`config.mk`:
```
export PLATFORM = sky130hd
export DESIGN_NAME = m2s_dma_chan
export DESIGN_NICKNAME = d
export VERILOG_FILES = /design/src/rtl/m2s_dma_pkg.sv /design/src/rtl/m2s_rst_sync.sv /design/src/rtl/m2s_cfg_regs.sv /design/src/rtl/m2s_burst_plan.sv /design/src/rtl/m2s_read_engine.sv /design/src/rtl/m2s_dma_chan.sv
export SDC_FILE = /design/constraint.sdc
export NUM_CORES = 1
export LEC_CHECK = 0
export BUFFER_PORTS_ARGS = -buffer_cell sky130_fd_sc_hd__clkbuf_2
export CORE_MARGIN = 5
export CORE_UTILIZATION = 55
export CTS_BUF_LIST = sky130_fd_sc_hd__clkbuf_16
export CTS_CLUSTER_DIAMETER = 30
export DETAILED_ROUTE_END_ITERATION = 10
export PLACE_DENSITY = 0.82
export SYNTH_ARGS = -nofsm -noshare
export SYNTH_HDL_FRONTEND = slang
export SYNTH_HIERARCHICAL = 1
export SYNTH_SLANG_ARGS = --single-unit
```
`constraint.sdc`:
```
create_clock -name clk -period 4.55 [get_ports clk]
set_input_delay 0.6825 -clock clk [delete_from_list [all_inputs] [get_ports clk]]
set_output_delay 0.6825 -clock clk [all_outputs]
set_load 0.01 [all_outputs]
```
`src/rtl/m2s_dma_pkg.sv`:
```
package m2s_dma_pkg;

  typedef enum logic [1:0] {
    ENG_IDLE   = 2'd0,
    ENG_REQ    = 2'd1,
    ENG_STREAM = 2'd2
  } eng_state_e;

  // register file word indices
  localparam logic [1:0] IDX_CTRL = 2'd0;
  localparam logic [1:0] IDX_STAT = 2'd1;
  localparam logic [1:0] IDX_SRC  = 2'd2;
  localparam logic [1:0] IDX_LEN  = 2'd3;

  // control bits
  localparam int CTRL_DONE_EN = 0;
  localparam int CTRL_ERR_EN  = 1;
  localparam int CTRL_SRST    = 2;

  // status bits
  localparam int STAT_IDLE = 0;
  localparam int STAT_DONE = 1;
  localparam int STAT_ERR  = 2;

endpackage

```
`src/rtl/m2s_rst_sync.sv`:
```
module m2s_rst_sync #(
  parameter int STAGES = 2
) (
  input  logic clk,
  input  logic rst_n,
  output logic rst_sync_n
);

  logic [STAGES-1:0] sync_q;

  always_ff @(posedge clk or negedge rst_n) begin
    if (!rst_n) sync_q <= '0;
    else        sync_q <= {sync_q[STAGES-2:0], 1'b1};
  end

  assign rst_sync_n = sync_q[STAGES-1];

endmodule

```
`src/rtl/m2s_cfg_regs.sv`:
```
module m2s_cfg_regs
  import m2s_dma_pkg::*;
#(
  parameter int ADDR_W = 32,
  parameter int LEN_W  = 14,
  parameter int AB     = 2,
  parameter int REG_W  = 32
) (
  input  logic              clk,
  input  logic              rst_n,
  input  logic              wr_en,
  input  logic [1:0]        wr_idx,
  input  logic [REG_W-1:0]  wr_data,
  input  logic [1:0]        rd_idx,
  output logic [REG_W-1:0]  rd_data,
  input  logic              busy,
  input  logic              done_evt,
  output logic              start,
  output logic [ADDR_W-1:0] start_src,
  output logic [LEN_W-1:0]  start_len,
  output logic              soft_rst,
  output logic              irq
);

  logic              done_en_q, done_en_d;
  logic              err_en_q, err_en_d;
  logic              done_q, done_d;
  logic              err_q, err_d;
  logic [ADDR_W-1:0] src_q, src_d;
  logic [LEN_W-1:0]  len_q, len_d;

  logic             wr_ctrl, wr_stat, wr_src, wr_len;
  logic [LEN_W-1:0] len_in;
  logic             go, misaligned, err_evt;
  logic             unused_wr;

  assign unused_wr = ^wr_data;

  // decode of the write port
  always_comb begin
    wr_ctrl    = wr_en && (wr_idx == IDX_CTRL);
    wr_stat    = wr_en && (wr_idx == IDX_STAT);
    wr_src     = wr_en && (wr_idx == IDX_SRC);
    wr_len     = wr_en && (wr_idx == IDX_LEN) && !busy;
    len_in     = wr_data[LEN_W-1:0];
    soft_rst   = wr_ctrl && wr_data[CTRL_SRST];
    go         = wr_len && (len_in != '0);
    misaligned = (src_q[AB-1:0] != '0);
    start      = go && !misaligned;
    err_evt    = go && misaligned;
  end

  assign start_src = src_q;
  assign start_len = len_in;

  // next-state
  always_comb begin
    done_en_d = done_en_q;
    err_en_d  = err_en_q;
    src_d     = src_q;
    len_d     = len_q;
    if (wr_ctrl) begin
      done_en_d = wr_data[CTRL_DONE_EN];
      err_en_d  = wr_data[CTRL_ERR_EN];
    end
    if (wr_src) src_d = wr_data[ADDR_W-1:0];
    if (wr_len) len_d = len_in;
    done_d = (done_q && !(wr_stat && wr_data[STAT_DONE])) || done_evt;
    err_d  = (err_q  && !(wr_stat && wr_data[STAT_ERR]))  || err_evt;
    if (soft_rst) begin
      done_en_d = 1'b0;
      err_en_d  = 1'b0;
      done_d    = 1'b0;
      err_d     = 1'b0;
      src_d     = '0;
      len_d     = '0;
    end
  end

  always_ff @(posedge clk or negedge rst_n) begin
    if (!rst_n) begin
      done_en_q <= 1'b0;
      err_en_q  <= 1'b0;
      done_q    <= 1'b0;
      err_q     <= 1'b0;
      src_q     <= '0;
      len_q     <= '0;
    end else begin
      done_en_q <= done_en_d;
      err_en_q  <= err_en_d;
      done_q    <= done_d;
      err_q     <= err_d;
      if (wr_src || soft_rst) src_q <= src_d;
      if (wr_len || soft_rst) len_q <= len_d;
    end
  end

  assign irq = (done_q && done_en_q) || (err_q && err_en_q);

  // read mux
  always_comb begin
    rd_data = '0;
    case (rd_idx)
      IDX_CTRL: begin
        rd_data[CTRL_DONE_EN] = done_en_q;
        rd_data[CTRL_ERR_EN]  = err_en_q;
      end
      IDX_STAT: begin
        rd_data[STAT_IDLE] = !busy;
        rd_data[STAT_DONE] = done_q;
        rd_data[STAT_ERR]  = err_q;
      end
      IDX_SRC: rd_data[ADDR_W-1:0] = src_q;
      default: rd_data[LEN_W-1:0]  = len_q;
    endcase
  end

endmodule

```
`src/rtl/m2s_burst_plan.sv`:
```
module m2s_burst_plan #(
  parameter int ADDR_W     = 32,
  parameter int BEAT_W     = 13,
  parameter int BURST_W    = 5,
  parameter int MAX_BURST  = 16,
  parameter int PAGE_BYTES = 4096,
  parameter int AB         = 2
) (
  input  logic [ADDR_W-1:0]  addr,
  input  logic [BEAT_W-1:0]  beats_left,
  output logic [BURST_W-1:0] burst_beats
);

  localparam int PAGE_AW    = $clog2(PAGE_BYTES);
  localparam int PAGE_BEATS = PAGE_BYTES >> AB;

  logic [31:0] to_page, left_w, pick;
  logic        unused_addr;

  assign unused_addr = ^{addr[ADDR_W-1:PAGE_AW], addr[AB-1:0]};

  // smallest of: cap, beats to the page end, beats still owed
  always_comb begin
    to_page = 32'(PAGE_BEATS) - 32'(addr[PAGE_AW-1:AB]);
    left_w  = 32'(beats_left);
    pick    = 32'(MAX_BURST);
    if (to_page < pick) pick = to_page;
    if (left_w < pick)  pick = left_w;
    burst_beats = pick[BURST_W-1:0];
  end

endmodule

```
`src/rtl/m2s_read_engine.sv`:
```
module m2s_read_engine
  import m2s_dma_pkg::*;
#(
  parameter int ADDR_W     = 32,
  parameter int DATA_W     = 32,
  parameter int LEN_W      = 14,
  parameter int MAX_BURST  = 16,
  parameter int PAGE_BYTES = 4096,
  localparam int KEEP_W    = DATA_W / 8,
  localparam int AB        = $clog2(KEEP_W),
  localparam int BEAT_W    = LEN_W - AB + 1,
  localparam int BURST_W   = $clog2(MAX_BURST + 1)
) (
  input  logic               clk,
  input  logic               rst_n,
  input  logic               start,
  input  logic [ADDR_W-1:0]  start_src,
  input  logic [LEN_W-1:0]   start_len,
  input  logic               soft_rst,
  output logic               busy,
  output logic               done_evt,
  output logic               rd_req_valid,
  input  logic               rd_req_ready,
  output logic [ADDR_W-1:0]  rd_req_addr,
  output logic [BURST_W-1:0] rd_req_beats,
  input  logic               rd_rsp_valid,
  output logic               rd_rsp_ready,
  input  logic [DATA_W-1:0]  rd_rsp_data,
  output logic               m_tvalid,
  input  logic               m_tready,
  output logic [DATA_W-1:0]  m_tdata,
  output logic [KEEP_W-1:0]  m_tkeep,
  output logic               m_tlast
);

  eng_state_e        state_q, state_d;
  logic [ADDR_W-1:0] addr_q, addr_d;
  logic [BEAT_W-1:0] beats_q, beats_d;
  logic [BURST_W-1:0] burst_q, burst_d;
  logic [KEEP_W-1:0] keep_last_q, keep_last_d;
  logic              abort_q, abort_d;
  logic              addr_en;

  logic [BURST_W-1:0] plan_beats;
  logic [LEN_W:0]     ceil_w;
  logic [AB-1:0]      rem;
  logic [KEEP_W-1:0]  start_keep;
  logic               streaming, is_final, beat_fire;
  logic               unused_ceil;

  m2s_burst_plan #(
    .ADDR_W    (ADDR_W),
    .BEAT_W    (BEAT_W),
    .BURST_W   (BURST_W),
    .MAX_BURST (MAX_BURST),
    .PAGE_BYTES(PAGE_BYTES),
    .AB        (AB)
  ) u_plan (
    .addr       (addr_q),
    .beats_left (beats_q),
    .burst_beats(plan_beats)
  );

  // beat count and final-beat byte enables from the programmed length
  assign ceil_w      = ({1'b0, start_len} + (LEN_W+1)'(KEEP_W - 1)) >> AB;
  assign unused_ceil = ^ceil_w;
  assign rem         = start_len[AB-1:0];

  for (genvar g = 0; g < KEEP_W; g++) begin : g_lane
    assign start_keep[g] = (rem == '0) || (AB'(g) < rem);
  end

  // outputs
  always_comb begin
    busy         = (state_q != ENG_IDLE);
    streaming    = (state_q == ENG_STREAM);
    rd_req_valid = (state_q == ENG_REQ);
    rd_req_addr  = addr_q;
    rd_req_beats = plan_beats;
    is_final     = (beats_q == BEAT_W'(1));
    m_tvalid     = streaming && !abort_q && rd_rsp_valid;
    rd_rsp_ready = streaming && (abort_q || m_tready);
    m_tdata      = rd_rsp_data;
    m_tkeep      = is_final ? keep_last_q : '1;
    m_tlast      = m_tvalid && is_final;
    beat_fire    = streaming && rd_rsp_valid && rd_rsp_ready;
    done_evt     = beat_fire && is_final && !abort_q;
  end

  // next-state
  always_comb begin
    state_d     = state_q;
    addr_d      = addr_q;
    beats_d     = beats_q;
    burst_d     = burst_q;
    keep_last_d = keep_last_q;
    abort_d     = abort_q || (soft_rst && busy);
    addr_en     = 1'b0;
    case (state_q)
      ENG_IDLE: begin
        abort_d = 1'b0;
        if (start) begin
          addr_d      = start_src;
          addr_en     = 1'b1;
          beats_d     = ceil_w[BEAT_W-1:0];
          keep_last_d = start_keep;
          state_d     = ENG_REQ;
        end
      end
      ENG_REQ: begin
        if (rd_req_ready) begin
          burst_d = plan_beats;
          addr_d  = addr_q + (ADDR_W'(plan_beats) << AB);
          addr_en = 1'b1;
          state_d = ENG_STREAM;
        end
      end
      ENG_STREAM: begin
        if (beat_fire) begin
          beats_d = beats_q - BEAT_W'(1);
          burst_d = burst_q - BURST_W'(1);
          if (is_final) begin
            state_d = ENG_IDLE;
            abort_d = 1'b0;
          end else if (burst_q == BURST_W'(1)) begin
            if (abort_q) begin
              state_d = ENG_IDLE;
              abort_d = 1'b0;
            end else begin
              state_d = ENG_REQ;
            end
          end
        end
      end
      default: state_d = ENG_IDLE;
    endcase
  end

  always_ff @(posedge clk or negedge rst_n) begin
    if (!rst_n) begin
      state_q     <= ENG_IDLE;
      addr_q      <= '0;
      beats_q     <= '0;
      burst_q     <= '0;
      keep_last_q <= '0;
      abort_q     <= 1'b0;
    end else begin
      state_q     <= state_d;
      beats_q     <= beats_d;
      burst_q     <= burst_d;
      keep_last_q <= keep_last_d;
      abort_q     <= abort_d;
      if (addr_en) addr_q <= addr_d;
    end
  end

endmodule

```
`src/rtl/m2s_dma_chan.sv`:
```
module m2s_dma_chan
  import m2s_dma_pkg::*;
#(
  parameter int ADDR_W     = 32,
  parameter int DATA_W     = 32,
  parameter int LEN_W      = 14,
  parameter int MAX_BURST  = 16,
  parameter int PAGE_BYTES = 4096,
  localparam int KEEP_W    = DATA_W / 8,
  localparam int AB        = $clog2(KEEP_W),
  localparam int BURST_W   = $clog2(MAX_BURST + 1)
) (
  input  logic               clk,
  input  logic               rst_n,
  input  logic               cfg_wr_en,
  input  logic [1:0]         cfg_wr_idx,
  input  logic [31:0]        cfg_wr_data,
  input  logic [1:0]         cfg_rd_idx,
  output logic [31:0]        cfg_rd_data,
  output logic               irq,
  output logic               rd_req_valid,
  input  logic               rd_req_ready,
  output logic [ADDR_W-1:0]  rd_req_addr,
  output logic [BURST_W-1:0] rd_req_beats,
  input  logic               rd_rsp_valid,
  output logic               rd_rsp_ready,
  input  logic [DATA_W-1:0]  rd_rsp_data,
  output logic               m_tvalid,
  input  logic               m_tready,
  output logic [DATA_W-1:0]  m_tdata,
  output logic [KEEP_W-1:0]  m_tkeep,
  output logic               m_tlast
);

  logic              rst_sync_n;
  logic              busy, done_evt, start, soft_rst;
  logic [ADDR_W-1:0] start_src;
  logic [LEN_W-1:0]  start_len;

  m2s_rst_sync #(.STAGES(2)) u_rst (
    .clk       (clk),
    .rst_n     (rst_n),
    .rst_sync_n(rst_sync_n)
  );

  m2s_cfg_regs #(
    .ADDR_W(ADDR_W),
    .LEN_W (LEN_W),
    .AB    (AB),
    .REG_W (32)
  ) u_regs (
    .clk      (clk),
    .rst_n    (rst_sync_n),
    .wr_en    (cfg_wr_en),
    .wr_idx   (cfg_wr_idx),
    .wr_data  (cfg_wr_data),
    .rd_idx   (cfg_rd_idx),
    .rd_data  (cfg_rd_data),
    .busy     (busy),
    .done_evt (done_evt),
    .start    (start),
    .start_src(start_src),
    .start_len(start_len),
    .soft_rst (soft_rst),
    .irq      (irq)
  );

  m2s_read_engine #(
    .ADDR_W    (ADDR_W),
    .DATA_W    (DATA_W),
    .LEN_W     (LEN_W),
    .MAX_BURST (MAX_BURST),
    .PAGE_BYTES(PAGE_BYTES)
  ) u_eng (
    .clk         (clk),
    .rst_n       (rst_sync_n),
    .start       (start),
    .start_src   (start_src),
    .start_len   (start_len),
    .soft_rst    (soft_rst),
    .busy        (busy),
    .done_evt    (done_evt),
    .rd_req_valid(rd_req_valid),
    .rd_req_ready(rd_req_ready),
    .rd_req_addr (rd_req_addr),
    .rd_req_beats(rd_req_beats),
    .rd_rsp_valid(rd_rsp_valid),
    .rd_rsp_ready(rd_rsp_ready),
    .rd_rsp_data (rd_rsp_data),
    .m_tvalid    (m_tvalid),
    .m_tready    (m_tready),
    .m_tdata     (m_tdata),
    .m_tkeep     (m_tkeep),
    .m_tlast     (m_tlast)
  );

endmodule

```
==> results.sh <==
export IMPL_start_kind="register"
export IMPL_worstSetupPathType="register to register"
export IMPL_overflow=0
export IMPL_endpoint_kind="register"
export IMPL_critPathArrivalTime_ns=4.83
export IMPL_core_mm2=0.0132
export IMPL_gp_congestion=0.960
export IMPL_fin_crit_sh_pct=99.5
export IMPL_detailroute_via_count=7059
export IMPL_wl_per_cell_um=19.1
export IMPL_die_w_um=126
export IMPL_grt_pass1_vias=6419
export IMPL_r2r_slack_ns=0.02
export IMPL_p_leak_nw=3.71
export IMPL_setup_ws_ns=0.0205
export IMPL_grt_start_max_net_pins=70
export IMPL_portBuffers=119
export IMPL_n_antenna_cell=0
export IMPL_yosysWarnings=6
export IMPL_max_slew_margin_rel_pct=22.4
export IMPL_outcome="completed"
export IMPL_cts_sinks=109
export IMPL_required_ns=4.85
export IMPL_yosys_area_top_type_share_pct=36.9
export IMPL_synthArstFlopShare_pct=100
export IMPL_ff2ff_path_depth=19
export IMPL_antenna_left=0
export IMPL_slew_viol_final=0
export IMPL_gr_usage_all_layers_pct=26.2
export IMPL_fmax_mhz=221
export IMPL_cts_buffer_depth=2
export IMPL_syn2layout_area_growth_pct=12.5
export IMPL_ios=184
export IMPL_die_area_mm2=0.0158
export IMPL_htreeDepth=3
export IMPL_path_clk_slew_ns=0.07
export IMPL_drv_cap=0
export IMPL_synth_seq_cells=109
export IMPL_synth_area_leaders="dfrtp_1 (37%), nand2_1 (7.5%), buf_4 (5.2%), a21oi_1 (4.7%), ha_1 (3.6%)"
export IMPL_dp_cells=1099
export IMPL_hold_violations=0
export IMPL_root_buffer="clkbuf_16"
export IMPL_fin_cells=1126
export IMPL_finalSetupViolations=0
export IMPL_synth_area_mm2=0.00738
export IMPL_path_max_fanout=9
export IMPL_clock_skew_ns=0.0110
export IMPL_drive_above_1_share_pct=23.7
export IMPL_finalNetCount=1041
export IMPL_r2r_end="u_eng/rd_req_addr[22]$_DFFE_PN0P_"
export IMPL_clk_insertion_delay_late_ns=0.36
export IMPL_syn_avg_cell_area_um2=8.48
export IMPL_hold_path_class="primary input to asynchronous set/reset pin"
export IMPL_dieHeight_um=126
export IMPL_whs_ns=0.0894
export IMPL_numCtsBuffers=9
export IMPL_yosysTopAreaCell="dfrtp_1"
export IMPL_wl_mm=21.5
export IMPL_start_util_pct=56.0
export IMPL_synth_commonest_cells="nand2_1 (148), dfrtp_1 (109), a21oi_1 (70)"
export IMPL_grt_pass1_wl_mm=33.8
export IMPL_synthCells=871
export IMPL_ys_types=83
export IMPL_synth_edf_count=0
export IMPL_hpwl_mm=14.9
export IMPL_num_rows=42
export IMPL_dr_pass1_iters=5
export IMPL_ir_drop_uv=283
export IMPL_period_needed_ns=4.53
export IMPL_synth_ff_type="dfrtp_1"
export IMPL_antenna_found_initial=0
export IMPL_drcViolationCount=0
export IMPL_power_density_mw_per_mm2=592
export IMPL_worstMarginPinSlew_ns=1.16
export IMPL_dp_slack_ns=0.0173
export IMPL_cts_tree="done"
export IMPL_drt_iter0_drc=884
export IMPL_ys_seq_area_share_pct=36.9
export IMPL_timing_rr_start="u_eng/rd_req_addr[2]$_DFFE_PN0P_"
export IMPL_synth_most_common_cell="nand2_1"
export IMPL_rsz0062_at_grt="true"
export IMPL_vias_per_cell=6.27
## how the worst max path moves through the flow
stage | startpoint | endpoint | depth (start not counted)
2_1_floorplan | u_eng/rd_req_addr[2]$_DFFE_PN0P_ | u_eng/rd_req_addr[28]$_DFFE_PN0P_ | 19
3_3_place_gp | u_eng/rd_req_addr[2]$_DFFE_PN0P_ | u_eng/rd_req_addr[21]$_DFFE_PN0P_ | 18
3_5_place_dp | u_eng/rd_req_addr[2]$_DFFE_PN0P_ | u_eng/rd_req_addr[28]$_DFFE_PN0P_ | 20
4_1_cts | u_eng/rd_req_addr[2]$_DFFE_PN0P_ | u_eng/rd_req_addr[28]$_DFFE_PN0P_ | 20
5_1_grt | u_eng/rd_req_addr[2]$_DFFE_PN0P_ | u_eng/rd_req_addr[12]$_DFFE_PN0P_ | 19
6_report | u_eng/rd_req_addr[2]$_DFFE_PN0P_ | u_eng/rd_req_addr[22]$_DFFE_PN0P_ | 19
## power by group
part	switching (mW)	total (mW)	internal, mW
clock	0.379	0.810	0.431
combinational	1.33	2.38	1.05
sequential	0.432	1.73	1.30
total	2.14	4.92	2.77
## flip-flops by register name (all words and copies together) (netlist names)
register	flops
u_regs/len_q	14
u_regs/done_en_q	1
u_eng/burst_q	5
u_rst/sync_q	2
u_eng/rd_req_addr	32
u_eng/keep_last_q	4
u_regs/err_q	1
u_eng/abort_q	1
u_regs/err_en_q	1
u_regs/start_src	32
u_eng/beats_q	13
u_regs/done_q	1
u_eng/state_q	2
## through the flow
| step | power (mW) | utilization, % | instance area [µm²] | setup TNS (ns) |
|---|---|---|---|---|
| floorplan | 3.10 | - | 7400 | 0 |
| detailed placement | 3.84 | 59.1 | 7790 | 0 |
| global route | 5.25 | 63.0 | 8310 | -1.62 |
| global placement | 3.79 | 59.1 | 7790 | 0 |
| finish | 4.92 | 63.0 | 8310 | 0 |
| CTS | 4.67 | 61.5 | 8110 | 0 |
## layout by cell type (no fill, tap or decap), drive strengths merged, types with 7 or more instances in the layout
cell type / n
nand2: 150
nand4: 21
nor3: 18
mux2i: 18
clkbuf: 128
a21oi: 80
dfrtp: 109
o21ai: 52
nand3: 16
or2: 8
inv: 25
or3: 7
xor2: 7
o211ai: 7
nor2: 47
ha: 21
and2: 23
buf: 35
nor4: 16
and4: 7
a31oi: 11
nand2b: 11
a211oi: 9
nor2b: 13
and3: 14
## what timing repair did
action	4_1_cts	5_1_grt
endpoints found under the setup margin	6	25
hold buffers	0	0
endpoints found under the hold margin	0	0
buffers inserted	0	11
pin swaps	1	12
gates resized for setup	5	23
## worst max-delay path: stages (launching register included)
cell and delay, ns:
dfrtp_1 0.39, inv_2 0.10, ha_2 0.21, nor3b_2 0.19, mux2i_1 0.31, nor2_2 0.12
ha_1 0.29, nand4_1 0.13, nor4_2 0.30, nand4_1 0.26, o211ai_4 0.25, buf_12 0.16
mux2i_4 0.29, fa_2 0.28, a211oi_2 0.09, o21ai_1 0.16, buf_4 0.19, nand4_1 0.20
or4_1 0.46, nand3_1 0.09
## kinds of logic (layout without fill, tap and decap cells)
group,count (synthesis),count (layout),synth area share (%)
adder cells (fa/ha/maj),22,22,3.83
multiplexers,21,21,3.20
AND/OR/NAND/NOR,372,372,26.2
buffers and inverters,116,191,9.32
other,2,6,0.102
flip-flops,109,109,36.9
AO/OA/AOI/OAI,216,216,18.9
XOR/XNOR,13,13,1.54
## layer usage
layer / share of wire [%] / track usage [%] / vias up
met5: 0 / 0 / -
met4: 3.0 / 9.21 / 0
met3: 8.7 / 6.01 / 54
met2: 46 / 38.7 / 368
met1: 43 / 38.0 / 3422
li1: - / - / 3215
## cell type report
| type | count | area, µm² |
|---|---|---|
| Inverter | 21 | 78.8 |
| Tap cell | 176 | 220 |
| Timing Repair Buffer | 154 | 871 |
| Multi-Input combinational cell | 650 | 4110 |
| Clock buffer | 9 | 225 |
| Clock inverter | 7 | 71.3 |
| Sequential cell | 109 | 2730 |
| Fill cell | 1147 | 4880 |
Power figures use the tool's default switching activity.
